$ cat src/rtl/xcvr_pkg.sv
package xcvr_pkg;
  typedef enum logic {
    SRC_LIVE   = 1'b0,
    SRC_STORED = 1'b1
  } src_e;

  typedef enum logic {
    DRV_A = 1'b0,
    DRV_B = 1'b1
  } side_e;

  typedef struct packed {
    logic oe_n;
    logic dir;
    logic cap_ab;
    logic cap_ba;
    logic sel_ab;
    logic sel_ba;
  } sec_ctl_t;
endpackage

$ cat src/rtl/xcvr_store.sv
module xcvr_store #(
  parameter int W = 8
) (
  input  logic         clk_i,
  input  logic         rst_ni,
  input  logic         load_i,
  input  logic [W-1:0] d_i,
  output logic [W-1:0] q_o
);
  always_ff @(posedge clk_i or negedge rst_ni) begin
    if (!rst_ni)     q_o <= '0;
    else if (load_i) q_o <= d_i;
  end
endmodule

$ cat src/rtl/xcvr_drive.sv
module xcvr_drive
  import xcvr_pkg::*;
#(
  parameter int    W    = 8,
  parameter side_e SIDE = DRV_A
) (
  input  logic         oe_ni,
  input  logic         dir_i,
  input  logic         sel_i,
  input  logic [W-1:0] live_i,
  input  logic [W-1:0] stored_i,
  output logic [W-1:0] out_o,
  output logic         oe_o
);
  src_e src;

  always_comb begin
    src   = src_e'(sel_i);
    oe_o  = !oe_ni && (dir_i == logic'(SIDE));
    out_o = '0;
    if (oe_o) out_o = (src == SRC_STORED) ? stored_i : live_i;
  end
endmodule

$ cat src/rtl/xcvr_section.sv
module xcvr_section
  import xcvr_pkg::*;
#(
  parameter int W = 8
) (
  input  logic         clk_i,
  input  logic         rst_ni,
  input  sec_ctl_t     ctl_i,
  input  logic [W-1:0] a_in_i,
  input  logic [W-1:0] b_in_i,
  output logic [W-1:0] a_out_o,
  output logic         a_oe_o,
  output logic [W-1:0] b_out_o,
  output logic         b_oe_o,
  output logic [W-1:0] q_ab_o,
  output logic [W-1:0] q_ba_o
);
  xcvr_store #(.W(W)) u_st_ab (
    .clk_i (clk_i), .rst_ni(rst_ni), .load_i(ctl_i.cap_ab),
    .d_i   (a_in_i), .q_o  (q_ab_o)
  );

  xcvr_store #(.W(W)) u_st_ba (
    .clk_i (clk_i), .rst_ni(rst_ni), .load_i(ctl_i.cap_ba),
    .d_i   (b_in_i), .q_o  (q_ba_o)
  );

  xcvr_drive #(.W(W), .SIDE(DRV_A)) u_drv_a (
    .oe_ni   (ctl_i.oe_n), .dir_i (ctl_i.dir), .sel_i(ctl_i.sel_ba),
    .live_i  (b_in_i),     .stored_i(q_ba_o),
    .out_o   (a_out_o),    .oe_o  (a_oe_o)
  );

  xcvr_drive #(.W(W), .SIDE(DRV_B)) u_drv_b (
    .oe_ni   (ctl_i.oe_n), .dir_i (ctl_i.dir), .sel_i(ctl_i.sel_ab),
    .live_i  (a_in_i),     .stored_i(q_ab_o),
    .out_o   (b_out_o),    .oe_o  (b_oe_o)
  );
endmodule

$ cat src/rtl/bus_xcvr_reg.sv
module bus_xcvr_reg
  import xcvr_pkg::*;
#(
  parameter int NUM_SEC = 2,
  parameter int SEC_W   = 8,
  localparam int W      = NUM_SEC * SEC_W
) (
  input  logic               clk_i,
  input  logic               rst_ni,
  input  logic [NUM_SEC-1:0] oe_ni,
  input  logic [NUM_SEC-1:0] dir_i,
  input  logic [NUM_SEC-1:0] cap_ab_i,
  input  logic [NUM_SEC-1:0] cap_ba_i,
  input  logic [NUM_SEC-1:0] sel_ab_i,
  input  logic [NUM_SEC-1:0] sel_ba_i,
  input  logic [W-1:0]       a_in_i,
  input  logic [W-1:0]       b_in_i,
  output logic [W-1:0]       a_out_o,
  output logic [NUM_SEC-1:0] a_oe_o,
  output logic [W-1:0]       b_out_o,
  output logic [NUM_SEC-1:0] b_oe_o
);
  logic [W-1:0] q_ab;
  logic [W-1:0] q_ba;

  for (genvar s = 0; s < NUM_SEC; s++) begin : g_sec
    sec_ctl_t ctl;

    always_comb begin
      ctl.oe_n   = oe_ni[s];
      ctl.dir    = dir_i[s];
      ctl.cap_ab = cap_ab_i[s];
      ctl.cap_ba = cap_ba_i[s];
      ctl.sel_ab = sel_ab_i[s];
      ctl.sel_ba = sel_ba_i[s];
    end

    xcvr_section #(.W(SEC_W)) u_sec (
      .clk_i  (clk_i),
      .rst_ni (rst_ni),
      .ctl_i  (ctl),
      .a_in_i (a_in_i[s*SEC_W +: SEC_W]),
      .b_in_i (b_in_i[s*SEC_W +: SEC_W]),
      .a_out_o(a_out_o[s*SEC_W +: SEC_W]),
      .a_oe_o (a_oe_o[s]),
      .b_out_o(b_out_o[s*SEC_W +: SEC_W]),
      .b_oe_o (b_oe_o[s]),
      .q_ab_o (q_ab[s*SEC_W +: SEC_W]),
      .q_ba_o (q_ba[s*SEC_W +: SEC_W])
    );
  end
endmodule

$ cat config.mk
export PLATFORM = sky130hd
export DESIGN_NAME = bus_xcvr_reg
export DESIGN_NICKNAME = d
export VERILOG_FILES = /design/src/rtl/xcvr_pkg.sv /design/src/rtl/xcvr_store.sv /design/src/rtl/xcvr_drive.sv /design/src/rtl/xcvr_section.sv /design/src/rtl/bus_xcvr_reg.sv
export SDC_FILE = /design/constraint.sdc
export NUM_CORES = 1
export LEC_CHECK = 0
export BUFFER_PORTS_ARGS = -buffer_cell sky130_fd_sc_hd__buf_2
export CAP_MARGIN = 20
export CELL_PAD_IN_SITES_DETAIL_PLACEMENT = 1
export CELL_PAD_IN_SITES_GLOBAL_PLACEMENT = 1
export CORE_MARGIN = 5
export CORE_UTILIZATION = 35
export CTS_BUF_LIST = sky130_fd_sc_hd__clkbuf_8
export DETAILED_ROUTE_END_ITERATION = 6
export PLACE_DENSITY = 0.81
export SYNTH_ARGS = -nofsm -noshare
export SYNTH_HDL_FRONTEND = slang
export SYNTH_SLANG_ARGS = --single-unit
$ cat constraint.sdc
create_clock -name clk_i -period 1.44 [get_ports clk_i]
set_input_delay 0.072 -clock clk_i [delete_from_list [all_inputs] [get_ports clk_i]]
set_output_delay 0.072 -clock clk_i [all_outputs]
set_load 0.005 [all_outputs]
==> Word level (Yosys, flattened, before mapping) <==
Index checks and enable logic that the tools add are counted.
W data, S select, Z words.
{ "classes": {"n_reduce_logical": 6, "bitwise_logic": 2, "mux": 8} }
{ "ops": {"columns": ["op", "count"], "rows": [
  ["$mux W8", 8],
  ["$logic_and A1 B1 Y1", 4],
  ["$logic_not A1 Y1", 2],
  ["$not A1 Y1", 2]
]} }
{ "word_totals": {"in_bits": 46, "regBits": 32} }

==> Longest topological paths before layout <==
Gate-level depths: netlist of the first run.
{ "logic_depth": {"word_depth": 3, "depth_mapped": 4, "depth_no_buf": 2} }

==> Hierarchy <==
From an unflattened synthesis of the first run, not the netlist that was laid out.
{ "unflattened": {"cells_unflattened": 148, "hier_area_um2": 1876.8} }
{ "modules_own_cells": {"columns": ["mod", "area_per_inst_um2", "cells_per_inst", "n_inst"], "rows": [
  ["xcvr_store", 331.6, 17, 4],
  ["xcvr_drive at g_sec[0].u_sec.u_drv_a ...", 138.9, 20, 2],
  ["xcvr_drive at g_sec[0].u_sec.u_drv_b ...", 136.4, 20, 2]
]} }

==> Worst setup path before layout of the first run <==
OpenSTA, ideal clock, no wires.
{ "synth_path": {"kind": "reg2reg", "from": "register, netlist name g_sec[0].u_sec.u_st_ab.q_o[0]", "to": "register g_sec[0].u_sec.u_st_ab.q_o[0]", "required_time_ps": 1315, "stages_incl_launch_ff": 2, "t_arrival_ps": 603, "n_path_buf": 0, "slack_ps": 711, "setup_time_ps": 125, "path_cell_list": "dfrtp_1 > mux2_4"} }
{ "synth_rtl": {"columns": ["item", "line", "rtl"], "rows": [
  ["end signal: assignment", "xcvr_store.sv:12", "else if (load_i) q_o <= d_i;"],
  ["end: declaration", "xcvr_store.sv:8", "output logic [W-1:0] q_o"]
]} }

==> Worst setup path in the final report of the first run <==
{ "layout_path": {"from": "register g_sec[0].u_sec.u_st_ab.q_o[3]", "to": "output b_out_o[3]"} }
{ "layout_between": {"elab_chain_cells": 2} }
{ "layout_rtl": {"columns": ["item", "line", "rtl"], "rows": [
  ["$mux W8 (2 in a row)", "xcvr_drive.sv:21", "if (oe_o) out_o = (src == SRC_STORED) ? stored_i : live_i;"],
  ["end: declaration", "bus_xcvr_reg.sv:20", "output logic [W-1:0] b_out_o,"]
]} }
Every way passes these cells.

==> results of run 1 <==
area by class of cell:
class / instances / area, sq um / area share (%)
inverters: 4 / 15.0 / 0.628
clock buffers: 5 / 68.8 / 2.88
flip-flops and latches: 32 / 801 / 33.5
well taps: 70 / 87.6 / 3.66
clock inverters: 3 / 38.8 / 1.62
multi-input cells: 100 / 946 / 39.5
repair buffers: 83 / 435 / 18.2
report_power, final:
group          leakage, nW  switching, mW  internal [mW]
clock               0.0593          0.324          0.506
sequential           0.374         0.0528          0.990
combinational        0.919          0.195          0.280
layout by cell type, fill, tap and decap left out:
| cell | netlist | layout |
|---|---|---|
| buf_2 | 2 | 81 |
| mux2i_1 | 32 | 32 |
| nor2_1 | 32 | 32 |
| mux2_4 | 32 | 32 |
| dfrtp_1 | 32 | 32 |
| clkbuf_8 | 0 | 5 |
| inv_1 | 2 | 3 |
| or2_1 | 2 | 2 |
| nand2b_1 | 2 | 2 |
| inv_2 | 2 | 2 |
| bufinv_16 | 0 | 1 |
| clkinv_2 | 0 | 1 |
| dlygate4sd3_1 | 0 | 1 |
| buf_12 | 0 | 1 |
cell families after synthesis:
kind of cell,Yosys count,synth area share [%]
buf+inv,20,8.04
flops,32,42.2
mux,64,42.2
simple gates,36,7.64
worst max-delay path: stages (launching register included):
cell and delay (ns):
dfrtp_1 0.40, mux2i_1 0.17, nor2_1 0.06, buf_2 0.14
state kept, by name (all words and copies together), names as in the netlist:
name	count
g_sec.u_sec.u_st_ab.q_o	16
g_sec.u_sec.u_st_ba.q_o	16
metal layers:
| metal | part of all wire [%] | GRT usage, % | vias up |
|---|---|---|---|
| li1 | - | - | 648 |
| met1 | 42 | 15.5 | 682 |
| met2 | 51 | 23.1 | 49 |
| met3 | 6.7 | 5.13 | 4 |
| met4 | 0.64 | 3.51 | 0 |
| met5 | 0 | 0 | - |
final timing paths:
kind / from / end / slack (ns) / depth (start not counted)
min in group asynchronous: rst_ni / g_sec[1].u_sec.u_st_ba.q_o[0]$_DFFE_PN0P_ / 0.27 / 3
max in group asynchronous: rst_ni / g_sec[0].u_sec.u_st_ab.q_o[3]$_DFFE_PN0P_ / 0.98 / 3
setup / recovery: g_sec[0].u_sec.u_st_ab.q_o[3]$_DFFE_PN0P_ / b_out_o[3] / 0.33 / 3
hold / removal: a_in_i[13] / g_sec[1].u_sec.u_st_ab.q_o[5]$_DFFE_PN0P_ / 0.03 / 2
hold reg to reg: g_sec[1].u_sec.u_st_ba.q_o[6]$_DFFE_PN0P_ / g_sec[1].u_sec.u_st_ba.q_o[6]$_DFFE_PN0P_ / 0.51 / 1
setup reg to reg: g_sec[0].u_sec.u_st_ab.q_o[3]$_DFFE_PN0P_ / g_sec[0].u_sec.u_st_ab.q_o[3]$_DFFE_PN0P_ / 0.66 / 1
metrics by stage:
| step | power (mW) | cells | worst slack (ns) | hold slack (ns) | utilization, % |
|---|---|---|---|---|---|
| 6_report | 2.35 | 297 | 0.332 | 0.0345 | 46.0 |
| 5_1_grt | 2.49 | 297 | 0.248 | 0.0170 | 46.0 |
| 3_5_place_dp | 1.54 | 288 | 0.547 | 0.0448 | 43.7 |
| 3_3_place_gp | 1.52 | 288 | 0.558 | 0.0442 | 43.7 |
| 4_1_cts | 2.40 | 297 | 0.302 | 0.0185 | 46.0 |
| 2_1_floorplan | 1.37 | 152 | 0.711 | -0.224 | - |
==> flow_summary.json, run 1 <==
{
  "cts_tree": "built",
  "status": "complete, no violations",
  "cts.sinks": 32,
  "num_rows": 26,
  "yosysSeqAreaShare_pct": 42.2,
  "grt_max_degree": 33,
  "synth_fp_nets": 198,
  "avgSynthCellArea_sq_um": 12.5,
  "cap_violations": 0,
  "design_area_sq_um": 2390,
  "die_x_microns": 83.7,
  "cts.hold.buffers_added": 1,
  "grt_overflow": 0,
  "cts_root_buf": "clkbuf_8",
  "rsz0062_at_grt": "no",
  "crit_type": "reg2out",
  "die_h_microns": 83.7,
  "firstDrtPassIters": 3,
  "nNetsFinal": 272,
  "synth_edf_count": 0,
  "gp_congestion": 0.750,
  "final-hold-violation-count": 0,
  "grt_pass1_wl_microns": 7690,
  "crit_path_max_fanout": 2,
  "relSlewSlack_pct": 76.4,
  "finalCriticalPeriod_ns": 1.11,
  "totalWireLength_microns": 4390,
  "clockBufferDepth": 2,
  "tightest_slew_ns": 0.354,
  "grt.total_usage_pct": 13.4,
  "fmax_mhz": 903,
  "cts_htree_levels": 2,
  "cts_buffers": 5,
  "yosysTopAreaCell": "dfrtp_1",
  "cts_resized": 0,
  "antenna_found_initial": 0,
  "synth_top_flop_cell": "dfrtp_1",
  "vdd.ir_drop.worst_mv": 0.569,
  "period_share_pct": 76.9,
  "grt_pass1_vias": 1623,
  "synth_common_cells": "32 x dfrtp_1, 32 x mux2_4, 32 x mux2i_1, 32 x nor2_1, 8 x buf_4",
  "p_leak_nw": 1.35,
  "synthArstFlopShare_pct": 100,
  "wl_per_cell_microns": 14.8,
  "area_delta_synth_final_pct": 26.0,
  "clk_latency_ns": 0.27,
  "arrival_ns": 1.04,
  "finClkSkew_ns": 0,
  "num_vias": 1383,
  "start_util_pct": 36.5,
  "path_clk_slew_ns": 0.07,
  "syn-cell-area_sq_um": 1900,
  "synth_cells": 152,
  "tns_ns": 0,
  "slew_viol_final": 0,
  "synth_top_area_share_pct": 42.2,
  "synthTopCellsByArea": "dfrtp_1 42%, mux2_4 25%, mux2i_1 17%",
  "viasPerCell": 4.66,
  "io_buffers": 81,
  "die_area_sq_um": 7000,
  "post_cts_buffers": 0,
  "dp_hpwl_microns": 3430,
  "ys_types": 11,
  "coreArea_sq_um": 5200,
  "yosysWarningCount": 0,
  "finalSetupViolCount": 0,
  "drt_iter0_drc": 32,
  "diodes": 0,
  "io-pin-count": 82,
  "p_per_area_nw_per_um2": 981,
  "ant_nets": 0,
  "hold_class": "in2reg",
  "synth_seq_cells": 32,
  "critPathLaunchType": "register",
  "drive_gt1_share_pct": 54.2,
  "drc": 0,
  "placed_area_sq_um": 2270,
  "endpoint_kind": "primary output",
  "required_ns": 1.37,
  "n_fill_cell": 590
}
Power figures use the tool's default switching activity.
==> run 2: changes to the inputs <==
Clock period 1.44 ns to 1.1 ns, I/O delays scaled along.
==> run 2 against run 1 <==
Against the previous run: sequential power up 31%; die area is the same; utilization up 1.3 points; critical path type unchanged; sequential share of layout area decreased by 0.89 points; sequential cell count is the same; worst setup slack worse by 0.31 ns; clock power grew 10%.
==> flow_summary.json, run 2 (synthesis gave the netlist of run 1 again) <==
{
  "finalCriticalPeriod_ns": 1.07,
  "slew_viol_final": 0,
  "die_x_microns": 83.7,
  "tightest_slew_ns": 0.450,
  "io-pin-count": 82,
  "grt_overflow": 0,
  "r2r_start": "g_sec[0].u_sec.u_st_ba.q_o[6]$_DFFE_PN0P_",
  "pwr-share-seq_pct": 45.9,
  "worst_r2r_endpoint": "g_sec[0].u_sec.u_st_ba.q_o[6]$_DFFE_PN0P_",
  "drive_gt1_share_pct": 55.9,
  "hold_start": "a_in_i[10]",
  "finClkSkew_ns": 0,
  "drt_iter0_drc": 22,
  "crit_type": "reg2out",
  "place_inst": 288,
  "tns_ns": 0,
  "relSlewSlack_pct": 70.0,
  "sw_frac_of_total_pct": 25.7,
  "num_rows": 26,
  "cts.sinks": 32,
  "status": "complete, no violations",
  "pre_cts_ws_ns": 0.258,
  "start_util_pct": 36.5,
  "cts_root_buf": "clkbuf_8",
  "num_vias": 1397,
  "grt_pass1_wl_microns": 7450,
  "totalWireLength_microns": 4550,
  "grt.total_usage_pct": 12.9,
  "reg_top3": "g_sec.u_sec.u_st_ab.q_o (16), g_sec.u_sec.u_st_ba.q_o (16)",
  "fin_cells": 308,
  "cts_buffers": 5,
  "area_delta_synth_final_pct": 29.4,
  "firstDrtPassIters": 3,
  "crit_path_max_fanout": 2,
  "clockBufferDepth": 2,
  "endpoint_kind": "primary output",
  "io_buffers": 81,
  "drc": 0,
  "holdPathStages": 2,
  "die_area_sq_um": 7000,
  "required_ns": 1.04,
  "clk_latency_ns": 0.27,
  "period_share_pct": 97.7,
  "final_common_cell": "buf_2",
  "power_frac_comb_pct": 23.1,
  "layout_common_cells": "81 x buf_2, 32 x mux2i_1, 32 x nor2_1, 32 x mux2_4, 32 x dfrtp_1",
  "path_clk_slew_ns": 0.07,
  "p_int_mw": 2.20,
  "cts_htree_levels": 2,
  "gp_congestion": 0.729,
  "antenna_found_initial": 0,
  "nNetsFinal": 283,
  "p_switching_mw": 0.762,
  "critPathLaunchType": "register",
  "p_per_area_nw_per_um2": 1210,
  "p_leak_nw": 1.40,
  "finalSetupViolCount": 0,
  "rsz0062_at_grt": "yes",
  "die_h_microns": 83.7,
  "arrival_ns": 1.02,
  "fmax_mhz": 930,
  "vdd.ir_drop.worst_mv": 0.545,
  "viasPerCell": 4.54,
  "hold_class": "in2reg",
  "hold_path_end": "g_sec[1].u_sec.u_st_ab.q_o[2]$_DFFE_PN0P_",
  "wl_per_cell_microns": 14.8,
  "coreArea_sq_um": 5200,
  "cap_violations": 0,
  "final-hold-violation-count": 0,
  "holdWs_ns": 0.0238,
  "dp_hpwl_microns": 3510,
  "cts_tree": "built",
  "setup_slack_ns": 0.0250,
  "ant_nets": 0,
  "r2r_cells": 2,
  "grt_pass1_vias": 1579,
  "clockPowerShare_pct": 31.0,
  "diodes": 0,
  "reg2reg_slack_ns": 0.21,
  "n_fill_cell": 599,
  "grt_max_degree": 19
}
-- run 2: cell types whose count changed in the layout (fill, tap and decap cells not counted) --
cell	before	now
inv_1	3	4
bufinv_16	1	0
buf_4	0	11
clkinv_2	1	0
clkbuf_8	5	6
-- run 2: critical path, cell delays in order, from the launching register on --
cell and delay, ns:
dfrtp_1 0.38, mux2i_1 0.15, nor2_1 0.07, buf_2 0.14
-- run 2: final cells by class --
cell class                      count  area [sq um]  area share, %
Tap cell                           70          87.6           3.56
Clock buffer                        6          82.6           3.36
Multi-Input combinational cell    100           946           38.5
Timing Repair Buffer               94           518           21.1
Clock inverter                      2          7.51          0.305
Inverter                            4          15.0          0.611
Sequential cell                    32           801           32.6
-- run 2: stage by stage --
stage                     power [mW]  utilization [%]  area (sq um)
after CTS                       2.95             45.6          2370
after global routing            3.13             47.2          2460
final                           2.96             47.2          2460
after floorplan                 1.79                -          1900
after global placement          1.99             43.7          2270
after detailed placement        2.01             43.7          2270
-- run 2: worst max path at each step --
| stage | from | endpoint | slack [ns] | cells past startpoint |
|---|---|---|---|---|
| 6_report | g_sec[1].u_sec.u_st_ab.q_o[1]$_DFFE_PN0P_ | b_out_o[9] | 0.03 | 3 |
| 5_1_grt | g_sec[1].u_sec.u_st_ba.q_o[1]$_DFFE_PN0P_ | a_out_o[9] | -0.05 | 3 |
| 4_1_cts | g_sec[1].u_sec.u_st_ab.q_o[1]$_DFFE_PN0P_ | b_out_o[9] | 0.006 | 3 |
| 3_5_place_dp | oe_ni[0] | b_out_o[1] | 0.26 | 4 |
| 3_3_place_gp | dir_i[1] | a_out_o[11] | 0.27 | 4 |
| 2_1_floorplan | g_sec[0].u_sec.u_st_ab.q_o[0]$_DFFE_PN0P_ | g_sec[0].u_sec.u_st_ab.q_o[0]$_DFFE_PN0P_ | 0.37 | 1 |
-- run 2: metal layers --
metal	up-vias	wire, microns	track usage [%]
met5	-	0	0
li1	672	-	-
met2	49	2270	22.4
met1	671	1960	15.5
met4	0	22	2.19
met3	5	296	4.54
-- run 2: power by group through the flow --
stage | logic (mW) | registers (mW) | clock network (mW)
2_1_floorplan | 0.433 | 1.36 | 0
3_3_place_gp | 0.614 | 1.37 | 0
3_5_place_dp | 0.633 | 1.38 | 0
4_1_cts | 0.640 | 1.36 | 0.949
5_1_grt | 0.751 | 1.37 | 1.00
6_report | 0.685 | 1.36 | 0.917
-- run 2: timing repair --
item	in CTS	in global routing
setup endpoints to repair	0	20
setup buffers	0	11
resized for setup	0	0
endpoints found under the hold margin	17	0
hold buffers	1	0
==> run 3: changes to the inputs <==
Settings changed: CORE_UTILIZATION 35 to 37, CTS_CLUSTER_DIAMETER from default to 50, PLACE_DENSITY 0.81 to 0.85, SYNTH_HIERARCHICAL from default to 1.
==> run 3 against run 2 <==
Against the previous run: clock power shrank 3.5%; via count grew 2.1%; global-route usage grew 1.4 points; worst setup slack lost 0.0095 ns; synthesized cell count shrank 2.6%; final cell count grew 0.65%; sequential power is essentially flat; count of clock-buffer cells in the layout is the same; largest cell class unchanged; highest routed layer unchanged.
==> flow_summary.json, run 3 <==
{
  "finalSetupViolCount": 0,
  "syn-cell-area_sq_um": 1880,
  "num_rows": 26,
  "reg2reg_slack_ns": 0.11,
  "layout_common_cells": "81 x buf_2, 32 x mux2i_1, 32 x nor2_1, 32 x mux2_4, 32 x dfrtp_1",
  "grt_pass1_vias": 1581,
  "finalCriticalPeriod_ns": 1.08,
  "p_per_area_nw_per_um2": 1190,
  "cp_slowest_cell": "dfrtp_1",
  "p_leak_nw": 1.41,
  "rsz0062_at_grt": "yes",
  "final_core_util_pct": 49.4,
  "path_clk_slew_ns": 0.06,
  "grt.total_usage_pct": 14.3,
  "cp-endpoint": "a_out_o[10]",
  "num_vias": 1427,
  "fmax_mhz": 922,
  "r2r_cells": 3,
  "worst_r2r_endpoint": "g_sec[1].u_sec/u_st_ba/q_o[2]$_DFFE_PN0P_",
  "io-pin-count": 82,
  "ant_nets": 0,
  "die_x_microns": 81.2,
  "required_ns": 1.04,
  "vdd.ir_drop.worst_mv": 0.504,
  "synth_common_cells": "32 x dfrtp_1, 32 x mux2_4, 32 x mux2i_1, 32 x nor2_1, 8 x buf_6",
  "dp_hpwl_microns": 3450,
  "status": "complete, no violations",
  "totalWireLength_microns": 4480,
  "synthTopCellsByArea": "dfrtp_1 43%, mux2_4 26%, mux2i_1 17%",
  "pre_cts_ws_ns": 0.126,
  "viasPerCell": 4.60,
  "cap_violations": 0,
  "hold_class": "in2reg",
  "grt_pass1_wl_microns": 7190,
  "arrival_ns": 1.03,
  "cts.sinks": 32,
  "synth_edf_count": 0,
  "start_util_pct": 37.5,
  "synth_fp_nets": 194,
  "ys_types": 10,
  "synthArstFlopShare_pct": 100,
  "drive_gt1_share_pct": 55.4,
  "final-hold-violation-count": 0,
  "drt_iter0_drc": 7,
  "critPathLaunchType": "register",
  "antenna_found_initial": 0,
  "cts_resized": 0,
  "gp_congestion": 0.694,
  "fin_cells": 310,
  "tightest_slew_ns": 0.522,
  "io_buffers": 81,
  "cts_tree": "built",
  "firstDrtPassIters": 2,
  "setup_slack_ns": 0.0155,
  "wl_per_cell_microns": 14.5,
  "synth_top_area_share_pct": 42.7,
  "slew_viol_final": 0,
  "cts_htree_levels": 2,
  "endpoint_kind": "primary output",
  "finClkSkew_ns": 0,
  "diodes": 0,
  "synth_top_flop_cell": "dfrtp_1",
  "die_h_microns": 81.2,
  "n_fill_cell": 604,
  "r2r_start": "g_sec[1].u_sec/u_st_ba/q_o[2]$_DFFE_PN0P_",
  "yosysTopAreaCell": "dfrtp_1",
  "cp-startpoint": "g_sec[1].u_sec/u_st_ba/q_o[2]$_DFFE_PN0P_",
  "relSlewSlack_pct": 65.2,
  "reg_top3": "g_sec.u_sec/u_st_ab/q_o (16), g_sec.u_sec/u_st_ba/q_o (16)",
  "yosysWarningCount": 6,
  "coreArea_sq_um": 5010,
  "area_delta_synth_final_pct": 31.7,
  "clk_latency_ns": 0.27,
  "place_inst": 288,
  "synth_cells": 148,
  "max_stage_delay_ns": 0.38,
  "cts_root_buf": "clkbuf_8",
  "crit_path_max_fanout": 2,
  "tns_ns": 0,
  "final_common_cell": "buf_2",
  "nNetsFinal": 285,
  "drc": 0,
  "die_area_sq_um": 6600,
  "grt_overflow": 0,
  "yosysSeqAreaShare_pct": 42.7,
  "crit_type": "reg2out",
  "synth_seq_cells": 32,
  "cp_cell_sequence": "mux2i_1 -> nor2_1 -> buf_2",
  "period_share_pct": 98.6,
  "grt_max_degree": 19,
  "cts_buffers": 5,
  "clockBufferDepth": 2,
  "avgSynthCellArea_sq_um": 12.7
}
## run 3: kinds of logic after synthesis
kind of cell           Yosys count  share of synthesized area (%)
and+or+nand+nor                 36                           7.73
DFF                             32                           42.7
muxes                           64                           42.7
buffers and inverters           16                           6.93
## run 3: worst max-delay path: cells and delay by family, from the launching register on
family	cells	cell delay [ns]
flip-flops	1	0.38
multiplexers	1	0.16
buffers and inverters	1	0.15
AND/OR/NAND/NOR	1	0.07
## run 3: how the worst min path moves through the flow
stage               cells after the start                                        end  startpoint  slack, ns
finish                                  2  g_sec[0].u_sec/u_st_ba/q_o[7]$_DFFE_PN0P_   b_in_i[7]       0.02
global route                            2  g_sec[1].u_sec/u_st_ba/q_o[5]$_DFFE_PN0P_  b_in_i[13]       0.01
CTS                                     2  g_sec[1].u_sec/u_st_ba/q_o[5]$_DFFE_PN0P_  b_in_i[13]       0.01
detailed placement                      1  g_sec[1].u_sec/u_st_ba/q_o[5]$_DFFE_PN0P_      rst_ni     -0.004
global placement                        1  g_sec[1].u_sec/u_st_ba/q_o[5]$_DFFE_PN0P_      rst_ni     -0.004
floorplan                               0  g_sec[0].u_sec/u_st_ab/q_o[0]$_DFFE_PN0P_      rst_ni      -0.24
## run 3: cell type report
type / instances / area [sq um] / share of cell area, %
Clock inverter: 2 / 7.51 / 0.304
Sequential cell: 32 / 801 / 32.4
Multi-Input combinational cell: 100 / 946 / 38.3
Inverter: 4 / 15.0 / 0.607
Tap cell: 70 / 87.6 / 3.54
Clock buffer: 6 / 82.6 / 3.34
Timing Repair Buffer: 96 / 533 / 21.6
## run 3: metrics by stage
stage                     power [mW]  hold slack, ns  area, sq um
after floorplan                 1.79          -0.241         1880
after global placement          1.98        -0.00379         2270
after detailed placement        2.01        -0.00399         2270
after CTS                       2.93          0.0137         2380
after global routing            3.12         0.00955         2470
final                           2.94          0.0224         2470
## run 3: power breakdown
part           total [mW]  switching (mW)  internal, mW
clock network       0.885           0.394         0.491
logic               0.688           0.268         0.420
registers            1.36          0.0681          1.30
## run 3: metal layers
metal | vias up | routed length [microns] | share of wire (%) | GRT usage (%)
met4 | 0 | 41 | 0.91 | 4.39
met5 | - | 0 | 0 | 0
li1 | 674 | - | - | -
met2 | 49 | 2320 | 52 | 25.5
met1 | 698 | 1820 | 41 | 15.5
met3 | 6 | 301 | 6.7 | 5.54
## run 3: timing repair
| action | 4_1_cts | 5_1_grt |
|---|---|---|
| endpoints found under the setup margin | 2 | 22 |
| hold buffers | 1 | 0 |
| pin swaps | 0 | 1 |
| setup buffers | 1 | 12 |
| hold endpoints to repair | 14 | 0 |
